==> src/rtl/qmsg_pkg.sv <==
// Package: register offsets and constants shared by the messaging unit.
// Assumes a byte-addressed register bus with 32-bit aligned registers.
package qmsg_pkg;
    localparam logic [7:0] OFS_IMSG0 = 8'h10;
    localparam logic [7:0] OFS_IMSG1 = 8'h14;
    localparam logic [7:0] OFS_OMSG0 = 8'h18;
    localparam logic [7:0] OFS_OMSG1 = 8'h1C;
    localparam logic [7:0] OFS_IDB   = 8'h20;
    localparam logic [7:0] OFS_ISTAT = 8'h24;
    localparam logic [7:0] OFS_IMASK = 8'h28;
    localparam logic [7:0] OFS_OSTAT = 8'h30;
    localparam logic [7:0] OFS_OMASK = 8'h34;
    localparam logic [7:0] OFS_INQ   = 8'h40;
    localparam logic [7:0] OFS_OUTQ  = 8'h44;

    localparam logic [31:0] EMPTY_WORD   = 32'hFFFF_FFFF;
    localparam int          HOST_TAG_BIT = 31;

    // inbound status bit positions
    localparam int IN_SRC_N   = 4;
    localparam int IN_B_MSG0  = 0;
    localparam int IN_B_MSG1  = 1;
    localparam int IN_B_DBELL = 2;
    localparam int IN_B_POST  = 3;

    // outbound status bit positions
    localparam int OUT_SRC_N  = 2;
    localparam int OUT_B_CPL  = 0;
    localparam int OUT_B_OMSG = 1;
endpackage

==> src/rtl/qmsg_fifo.sv <==
// Module: synchronous show-ahead FIFO with optional arithmetic preload at reset.
// Assumes: callers never push when full or pop when empty; DEPTH >= 2;
// INIT_CNT <= DEPTH. Preloaded entry i holds INIT_BASE + i*INIT_STEP.
module qmsg_fifo #(
    parameter int                 DEPTH     = 8,
    parameter int                 WIDTH     = 32,
    parameter int                 INIT_CNT  = 0,
    parameter logic [WIDTH-1:0]   INIT_BASE = '0,
    parameter logic [WIDTH-1:0]   INIT_STEP = '0
) (
    input  logic                          clk,
    input  logic                          rst_n,
    input  logic                          push_i,
    input  logic [WIDTH-1:0]              push_data_i,
    input  logic                          pop_i,
    output logic [WIDTH-1:0]              head_o,
    output logic                          empty_o,
    output logic                          full_o,
    output logic [$clog2(DEPTH+1)-1:0]    count_o
);
    localparam int PTR_W = $clog2(DEPTH);
    localparam int CNT_W = $clog2(DEPTH + 1);
    localparam logic [PTR_W-1:0] LAST_PTR  = PTR_W'(DEPTH - 1);
    localparam logic [PTR_W-1:0] INIT_WPTR = PTR_W'(INIT_CNT % DEPTH);

    logic [WIDTH-1:0] mem [DEPTH];
    logic [PTR_W-1:0] rd_ptr, wr_ptr;
    logic [CNT_W-1:0] count_q;

    function automatic logic [PTR_W-1:0] bump(input logic [PTR_W-1:0] p);
        return (p == LAST_PTR) ? '0 : p + 1'b1;
    endfunction

    // One storage entry per slot: preload at reset, capture on push.
    for (genvar g = 0; g < DEPTH; g++) begin : g_slot
        localparam logic [WIDTH-1:0] PRELOAD =
            (g < INIT_CNT) ? INIT_BASE + INIT_STEP * WIDTH'(g) : '0;
        always_ff @(posedge clk) begin
            if (!rst_n)
                mem[g] <= PRELOAD;
            else if (push_i && wr_ptr == PTR_W'(g))
                mem[g] <= push_data_i;
        end
    end

    // Pointer and occupancy bookkeeping.
    always_ff @(posedge clk) begin
        if (!rst_n) begin
            rd_ptr  <= '0;
            wr_ptr  <= INIT_WPTR;
            count_q <= CNT_W'(INIT_CNT);
        end else begin
            if (push_i) wr_ptr <= bump(wr_ptr);
            if (pop_i)  rd_ptr <= bump(rd_ptr);
            case ({push_i, pop_i})
                2'b10:   count_q <= count_q + 1'b1;
                2'b01:   count_q <= count_q - 1'b1;
                default: count_q <= count_q;
            endcase
        end
    end

    // Status and head outputs.
    always_comb begin
        head_o  = mem[rd_ptr];
        empty_o = (count_q == '0);
        full_o  = (count_q == CNT_W'(DEPTH));
        count_o = count_q;
    end


    no_overflow_chk: assert property (@(posedge clk) disable iff (!rst_n)
        full_o |-> !push_i || pop_i);

    no_underflow_chk: assert property (@(posedge clk) disable iff (!rst_n)
        pop_i |-> !empty_o);
endmodule

==> src/rtl/qmsg_intr.sv <==
// Module: sticky interrupt status bits with a mask and a combined request.
// Assumes: set_i events win over clr_i in the same cycle; a mask bit of 1
// keeps its source out of irq_o.
module qmsg_intr #(
    parameter int N = 2
) (
    input  logic         clk,
    input  logic         rst_n,
    input  logic [N-1:0] set_i,
    input  logic [N-1:0] clr_i,
    input  logic         mask_we_i,
    input  logic [N-1:0] mask_d_i,
    output logic [N-1:0] status_o,
    output logic [N-1:0] mask_o,
    output logic         irq_o
);
    logic [N-1:0] stat_q, mask_q;

    // Sticky status: clear requested bits, then apply new events.
    always_ff @(posedge clk) begin
        if (!rst_n) stat_q <= '0;
        else        stat_q <= (stat_q & ~clr_i) | set_i;
    end

    // Mask register written from the bus.
    always_ff @(posedge clk) begin
        if (!rst_n)         mask_q <= '0;
        else if (mask_we_i) mask_q <= mask_d_i;
    end

    // Drive status, mask and the combined request.
    always_comb begin
        status_o = stat_q;
        mask_o   = mask_q;
        irq_o    = |(stat_q & ~mask_q);
    end


    set_wins_chk: assert property (@(posedge clk) disable iff (!rst_n)
        (|set_i) |=> ((stat_q & $past(set_i)) == $past(set_i)));
endmodule

==> src/rtl/qmsg_unit.sv <==
// Module: top of the queue messaging unit. Decodes the register bus, routes
// the queue ports to the free, pending and completion FIFOs, holds the
// message and doorbell registers, and raises host and agent interrupts.
// Assumes: at most one of reg_rd/reg_wr per cycle; reg_rdata is combinational
// while reg_rd is high, and any pop takes effect at the following edge.
module qmsg_unit
    import qmsg_pkg::*;
#(
    parameter int          ADDR_W      = 8,
    parameter int          FREE_DEPTH  = 8,
    parameter int          PEND_DEPTH  = 8,
    parameter int          CPL_DEPTH   = 8,
    parameter logic [31:0] FREE_BASE   = 32'h0000_1000,
    parameter logic [31:0] FREE_STRIDE = 32'h0000_0100
) (
    input  logic              clk,
    input  logic              rst_n,
    input  logic              reg_wr,
    input  logic              reg_rd,
    input  logic [ADDR_W-1:0] reg_addr,
    input  logic [31:0]       reg_wdata,
    output logic [31:0]       reg_rdata,
    output logic              irq_out,
    output logic              irq_in,
    output logic              agent_req_valid,
    output logic [31:0]       agent_req_handle,
    input  logic              agent_req_ready,
    input  logic              agent_cpl_valid,
    input  logic [31:0]       agent_cpl_data,
    output logic              agent_cpl_ready,
    output logic [31:0]       agent_imsg0,
    output logic [31:0]       agent_imsg1,
    output logic [31:0]       agent_doorbell,
    input  logic [31:0]       agent_db_clr,
    input  logic [3:0]        agent_istat_clr,
    input  logic              agent_omsg_we,
    input  logic              agent_omsg_sel,
    input  logic [31:0]       agent_omsg_data
);
    localparam int FCNT_W = $clog2(FREE_DEPTH + 1);
    localparam int PCNT_W = $clog2(PEND_DEPTH + 1);
    localparam int CCNT_W = $clog2(CPL_DEPTH + 1);

    // address match helpers
    function automatic logic at(input logic [ADDR_W-1:0] a, input logic [7:0] ofs);
        return a == ADDR_W'(ofs);
    endfunction

    logic [31:0] imsg0_q, imsg1_q, omsg0_q, omsg1_q, dbell_q;
    logic [31:0] free_head, pend_head, cpl_head;
    logic        free_empty, free_full, pend_empty, pend_full, cpl_empty, cpl_full;
    logic [FCNT_W-1:0] free_count;
    logic [PCNT_W-1:0] pend_count;
    logic [CCNT_W-1:0] cpl_count;
    logic        free_pop, free_push, pend_push, pend_pop, cpl_push, cpl_pop;
    logic        wr_imsg0, wr_imsg1, wr_dbell, wr_ostat, wr_imask, wr_omask;
    logic [IN_SRC_N-1:0]  in_set, in_stat, in_mask;
    logic [OUT_SRC_N-1:0] out_set, out_clr, out_stat, out_mask;

    // Bus decode and FIFO handshakes.
    always_comb begin
        wr_imsg0  = reg_wr && at(reg_addr, OFS_IMSG0);
        wr_imsg1  = reg_wr && at(reg_addr, OFS_IMSG1);
        wr_dbell  = reg_wr && at(reg_addr, OFS_IDB);
        wr_ostat  = reg_wr && at(reg_addr, OFS_OSTAT);
        wr_imask  = reg_wr && at(reg_addr, OFS_IMASK);
        wr_omask  = reg_wr && at(reg_addr, OFS_OMASK);
        free_pop  = reg_rd && at(reg_addr, OFS_INQ) && !free_empty;
        free_push = reg_wr && at(reg_addr, OFS_OUTQ) && !reg_wdata[HOST_TAG_BIT] && !free_full;
        pend_push = reg_wr && at(reg_addr, OFS_INQ) && !pend_full;
        pend_pop  = !pend_empty && agent_req_ready;
        cpl_push  = agent_cpl_valid && !cpl_full;
        cpl_pop   = reg_rd && at(reg_addr, OFS_OUTQ) && !cpl_empty;
    end

    qmsg_fifo #(
        .DEPTH(FREE_DEPTH), .WIDTH(32), .INIT_CNT(FREE_DEPTH),
        .INIT_BASE(FREE_BASE), .INIT_STEP(FREE_STRIDE)
    ) u_free (
        .clk, .rst_n, .push_i(free_push), .push_data_i(reg_wdata), .pop_i(free_pop),
        .head_o(free_head), .empty_o(free_empty), .full_o(free_full), .count_o(free_count)
    );

    qmsg_fifo #(
        .DEPTH(PEND_DEPTH), .WIDTH(32), .INIT_CNT(0), .INIT_BASE('0), .INIT_STEP('0)
    ) u_pend (
        .clk, .rst_n, .push_i(pend_push), .push_data_i(reg_wdata), .pop_i(pend_pop),
        .head_o(pend_head), .empty_o(pend_empty), .full_o(pend_full), .count_o(pend_count)
    );

    qmsg_fifo #(
        .DEPTH(CPL_DEPTH), .WIDTH(32), .INIT_CNT(0), .INIT_BASE('0), .INIT_STEP('0)
    ) u_cpl (
        .clk, .rst_n, .push_i(cpl_push), .push_data_i(agent_cpl_data), .pop_i(cpl_pop),
        .head_o(cpl_head), .empty_o(cpl_empty), .full_o(cpl_full), .count_o(cpl_count)
    );

    // Inbound message registers, written by the host.
    always_ff @(posedge clk) begin
        if (!rst_n) begin
            imsg0_q <= '0;
            imsg1_q <= '0;
        end else begin
            if (wr_imsg0) imsg0_q <= reg_wdata;
            if (wr_imsg1) imsg1_q <= reg_wdata;
        end
    end

    // Outbound message registers, written only by the agent.
    always_ff @(posedge clk) begin
        if (!rst_n) begin
            omsg0_q <= '0;
            omsg1_q <= '0;
        end else if (agent_omsg_we) begin
            if (agent_omsg_sel) omsg1_q <= agent_omsg_data;
            else                omsg0_q <= agent_omsg_data;
        end
    end

    // Doorbell: host ORs bits in, agent clears bits.
    always_ff @(posedge clk) begin
        if (!rst_n) dbell_q <= '0;
        else        dbell_q <= (dbell_q & ~agent_db_clr) | (wr_dbell ? reg_wdata : 32'h0);
    end

    // Interrupt event vectors.
    always_comb begin
        in_set                = '0;
        in_set[IN_B_MSG0]     = wr_imsg0;
        in_set[IN_B_MSG1]     = wr_imsg1;
        in_set[IN_B_DBELL]    = wr_dbell && (reg_wdata != 32'h0);
        in_set[IN_B_POST]     = pend_push;
        out_set               = '0;
        out_set[OUT_B_CPL]    = cpl_push;
        out_set[OUT_B_OMSG]   = agent_omsg_we;
        out_clr               = wr_ostat ? reg_wdata[OUT_SRC_N-1:0] : '0;
    end

    qmsg_intr #(.N(IN_SRC_N)) u_in_irq (
        .clk, .rst_n, .set_i(in_set), .clr_i(agent_istat_clr),
        .mask_we_i(wr_imask), .mask_d_i(reg_wdata[IN_SRC_N-1:0]),
        .status_o(in_stat), .mask_o(in_mask), .irq_o(irq_in)
    );

    qmsg_intr #(.N(OUT_SRC_N)) u_out_irq (
        .clk, .rst_n, .set_i(out_set), .clr_i(out_clr),
        .mask_we_i(wr_omask), .mask_d_i(reg_wdata[OUT_SRC_N-1:0]),
        .status_o(out_stat), .mask_o(out_mask), .irq_o(irq_out)
    );

    // Read data multiplexer.
    always_comb begin
        reg_rdata = 32'h0;
        if (reg_rd) begin
            case (8'(reg_addr))
                OFS_IMSG0: reg_rdata = imsg0_q;
                OFS_IMSG1: reg_rdata = imsg1_q;
                OFS_OMSG0: reg_rdata = omsg0_q;
                OFS_OMSG1: reg_rdata = omsg1_q;
                OFS_IDB:   reg_rdata = dbell_q;
                OFS_ISTAT: reg_rdata = 32'(in_stat);
                OFS_IMASK: reg_rdata = 32'(in_mask);
                OFS_OSTAT: reg_rdata = 32'(out_stat);
                OFS_OMASK: reg_rdata = 32'(out_mask);
                OFS_INQ:   reg_rdata = free_empty ? EMPTY_WORD : free_head;
                OFS_OUTQ:  reg_rdata = cpl_empty ? EMPTY_WORD : cpl_head;
                default:   reg_rdata = 32'h0;
            endcase
        end
    end

    // Agent-facing outputs.
    always_comb begin
        agent_req_valid  = !pend_empty;
        agent_req_handle = pend_head;
        agent_cpl_ready  = !cpl_full;
        agent_imsg0      = imsg0_q;
        agent_imsg1      = imsg1_q;
        agent_doorbell   = dbell_q;
    end


    empty_inq_read_chk: assert property (@(posedge clk) disable iff (!rst_n)
        (reg_rd && at(reg_addr, OFS_INQ) && free_count == '0) |-> reg_rdata == EMPTY_WORD);

    tagged_return_chk: assert property (@(posedge clk) disable iff (!rst_n)
        (reg_wr && !reg_rd && at(reg_addr, OFS_OUTQ) && reg_wdata[HOST_TAG_BIT])
        |=> $stable(free_count));

    cpl_pop_chk: assert property (@(posedge clk) disable iff (!rst_n)
        (reg_rd && at(reg_addr, OFS_OUTQ) && cpl_count != '0 && !agent_cpl_valid)
        |=> cpl_count == $past(cpl_count) - 1'b1);

    pend_drop_chk: assert property (@(posedge clk) disable iff (!rst_n)
        (pend_count == PCNT_W'(PEND_DEPTH) && !agent_req_ready) |=> $stable(pend_count));
endmodule

==> config.mk <==
export PLATFORM = sky130hd
export DESIGN_NAME = qmsg_unit
export DESIGN_NICKNAME = d
export VERILOG_FILES = /design/src/rtl/qmsg_pkg.sv /design/src/rtl/qmsg_fifo.sv /design/src/rtl/qmsg_intr.sv /design/src/rtl/qmsg_unit.sv
export SDC_FILE = /design/constraint.sdc
export NUM_CORES = 1
export LEC_CHECK = 0
export CELL_PAD_IN_SITES_DETAIL_PLACEMENT = 1
export CELL_PAD_IN_SITES_GLOBAL_PLACEMENT = 1
export CORE_ASPECT_RATIO = 1.5
export CORE_MARGIN = 8
export CORE_UTILIZATION = 35
export DETAILED_ROUTE_END_ITERATION = 16
export GPL_ROUTABILITY_DRIVEN = 0
export PLACE_DENSITY_LB_ADDON = 0.1
export SYNTH_ARGS = -nofsm -noshare
export SYNTH_HDL_FRONTEND = slang
export SYNTH_SLANG_ARGS = --single-unit
==> constraint.sdc <==
create_clock -name clk -period 7.2 [get_ports clk]
set_clock_uncertainty 0.1 [all_clocks]
set_input_delay 2.16 -clock clk [delete_from_list [all_inputs] [get_ports clk]]
set_output_delay 2.16 -clock clk [all_outputs]
set_load 0.02 [all_outputs]
==> key figures <==
Timing
  – Fin Setup TNS: 0 ps
  – Final min period: roughly 7100 ps
  – Rel. slew slack: 17.9%
  – Hold_ws: 369 ps
  – Actual slew at the worst max-slew pin: approximately 1200 ps
  – Setup WS post-layout: 76.5 ps
  – Achievable frequency: approximately 140 MHz
  – RSZ-0062 raised after global routing: false
  – # setup viols final: 0
  – Period utilisation layout: between 90% and 100%
  – Final Max Slew Viols: 0
  – Final Hold Viols: 0

Critical path
  – Slowest cell delay on critical path: roughly 600 ps
  – WP data arrival: roughly 4900 ps
  – CP bufs+invs: 7
  – CP max-delay cell: clkdlybuf4s50_1
  – Crit path capture type: primary output
  – Critical path class: in2out
  – Crit start category: input port
  – Top delay family on crit path: buffers and inverters
  – CP max FO: 12
  – CP most frequent cell: buf_4
  – Worst Path Required: approximately 4900 ps
  – Worst-path cell chain: clkdlybuf4s50_1, buf_4, nor4b_4, buf_4, buf_4, a22oi_1, nor2_1, buf_4, a211oi_1, a31oi_1, buf_4, buf_4

Routing
  – TritonRoute pass-1 iters: 5
  – DRC viols: 0
  – Vias: 29100
  – Drt total wl: between 150 and 200 mm
  – WL/cell: slightly below 30 microns
  – Iteration-0 DRC Markers: around 1800
  – Detail Route Antenna Nets: 0
  – Post-DR vias/cell: approximately 5.3

Floorplanning
  – Row count: approximately 160
  – Die Wd: a little over 300 microns
  – Core area: 0.128 sq mm
  – Initial Util: a little over a third
  – Die Y: between 400 and 500 microns
  – Num ports: 312
  – Die area: roughly 0.14 sq mm

Yosys
  – Compound-gate portion of the synthesized area: ~6.0%
  – Main combinational cell family by area after synthesis: simple AND/OR/NAND/NOR gates
  – Leading area contributor after synthesis: edfxtp_1
  – Synth Area in Simple Gates: approximately 17%
  – Mux cell area share after synthesis: approximately an eighth
  – Post-Synth XOR/XNOR Area: less than 1%
  – Synthesized area: about 0.045 sq mm
  – Yosys warns: 0
  – Flop and latch count out of synthesis: around 980
  – EDFF count, synth: 768
  – Post-synth top area share: around half
  – Synth top area cells: edfxtp_1 51%, mux4_2 9.8%, and2_1 9.6%
  – Syn Inst Count: around 3400
  – Top_reg_cell synth: edfxtp_1
  – Fraction of registers with async set/reset: 0%
  – Share of the yosys chip area belonging to registers: between 60% and 70%
  – Count of cell types in the netlist: 66
  – Post-synthesis area per instance: ~13 sq um
  – Post-synthesis adder-cell area fraction: less than 1%

Power
  – Pwr/cell area: around 230 mW/mm^2
  – Leak: between 15 and 20 nW
  – Int Pwr: 9.41 mW
  – Switching Share: about 23%
  – Maximum vdd drop: 171 uV
  – Clock network fraction of design power: a little over two fifths
  – Sequential share of power: about 52%
  – Gate power share: 5.7%
  – NetSw: 2.85 mW

Layout
  – # fillers: ~13000
  – Share of cells above drive strength 1: 17.6%
  – Nets: roughly 3800
  – Final std cells w/o fill: 5456
  – P&R area growth vs syn: 19.8%

Global route
  – Total congestion overflow: 0
  – GRT Overall Usage: between 20% and 30%
  – First-pass GRT wire length: roughly 230 mm
  – Vias in the first global route: roughly 32000
  – Largest net degree at the start of global routing: around 110
  – Initial antenna violation count: 15

CTS
  – CTS tree: done
  – H-tree depth: 3
  – CTS clk-pin slew, worst paths: approximately 60 ps
  – CTS buffer count: 100
  – Clk sinks: slightly below 1000
  – Hold_buf cts: 0
  – CTS root buf: clkbuf_16
  – Clock Tree Buf Depth: 3
  – Clock latency on the worst-skew pair: roughly 710 ps

Placed design
  – Pre-CTS setup slack: -173 ps
  – Post-DP HPWL: between 100 and 150 mm
  – Input/output buffers: a little over 300
  – Placed Cells: around 5300

Run status
  – Status: finished, final reports clean

Hold path
  – Worst hold path class: reg2reg

Run
  – Max Cap Viol: 0
## area by class of cell
type / count / area, sq um / area share [%]
antenna: 8 / 20.0 / 0.0373
tap: 1711 / 2140 / 3.99
clock inverter: 43 / 390 / 0.728
clock buffer: 143 / 2860 / 5.32
multi-input combinational: 2065 / 16400 / 30.6
timing repair buffer: 482 / 4430 / 8.27
inverter: 25 / 93.8 / 0.175
sequential: 979 / 27300 / 50.9
## stage by stage
step           instance area (sq um)  power [mW]  utilization, %
2_1_floorplan                  44800        6.75               -
3_3_place_gp                   50300        7.14            39.4
3_5_place_dp                   50300        7.17            39.4
4_1_cts                        53600        12.4            42.0
5_1_grt                        53600        12.6            42.0
6_report                       53600        12.3            42.0
## worst register-to-register path, delay by kind of cell (launching register included)
family                 cells  cell delay, ps
buffers and inverters      1             450
and+or+nand+nor            3            1070
AOI/OAI and AO/OA          1             890
DFF                        1             520
## worst paths after layout
path / start / end / depth (start not counted) / slack, ps
worst max-delay path: reg_addr[7] / reg_rdata[22] / 12 / 80
worst min-delay path: omsg1_q[24]$_SDFFE_PN0P_ / omsg1_q[24]$_SDFFE_PN0P_ / 2 / 370
worst max register to register: u_cpl.count_o[1]$_SDFFE_PN0P_ / u_cpl.mem[6][12]$_SDFFCE_PN0P_ / 5 / 3820
worst min register to register: omsg1_q[24]$_SDFFE_PN0P_ / omsg1_q[24]$_SDFFE_PN0P_ / 2 / 370
## synth_stat cells, drive strengths merged, types with 50 or more instances
cell and count:
edfxtp 768, and2 687, nand2 332, clkbuf 232
dfxtp 211, mux4 194, a21boi 142, and3 81
nor2b 81, buf 64, mux2i 54, a21oi 52
mux2 50
## routing by layer
| metal | GRT usage [%] | share of wire (%) | wire length, microns |
|---|---|---|---|
| met5 | 0 | 0.027 | 44 |
| met4 | 8.58 | 3.7 | 5870 |
| met3 | 3.39 | 5.4 | 8670 |
| met2 | 40.3 | 51 | 82100 |
| met1 | 27.4 | 40 | 63800 |
## flip-flops by register name, indices dropped and copies added (netlist names), 4 cells and up, named ones only
signal / count
omsg1_q: 32
u_free.count_o: 4
u_in_irq.status_o: 4
omsg0_q: 32
u_free.mem: 256
agent_imsg0: 32
u_cpl.mem: 256
u_pend.mem: 256
u_in_irq.mask_o: 4
agent_doorbell: 32
u_cpl.count_o: 4
u_pend.count_o: 4
agent_imsg1: 32
## power by group through the flow
stage | Combinational, mW | Sequential (mW) | Clock, mW
2_1_floorplan | 0.316 | 6.44 | 0
3_3_place_gp | 0.699 | 6.44 | 0
3_5_place_dp | 0.708 | 6.46 | 0
4_1_cts | 0.710 | 6.34 | 5.35
5_1_grt | 0.734 | 6.35 | 5.53
6_report | 0.698 | 6.34 | 5.22
## cell usage in the layout (no fill, tap or decap), types with 50 or more instances in the layout
cell type	count
clkbuf_16	104
nand2_1	328
a21oi_1	52
buf_4	190
nor2b_1	79
dfxtp_1	203
clkdlybuf4s50_1	277
mux2i_1	54
and2_1	685
mux4_2	194
and3_1	72
edfxtp_1	768
mux2_2	50
a21boi_0	140
## kinds of logic (layout without fill, tap and decap cells)
group	count (synthesis)	in the layout
compound gates	380	380
other cells	1	16
xor+xnor	14	14
buf+inv	321	693
simple gates	1332	1332
flops	979	979
mux	298	298
fa+ha+maj	33	33
## repair_timing
action                                  CTS  global route
setup buffers                             3             0
resized for setup                         8             3
pin swaps                                 2             0
endpoints found under the setup margin   10             3
Note: power is estimated with default switching activity, not from simulation.
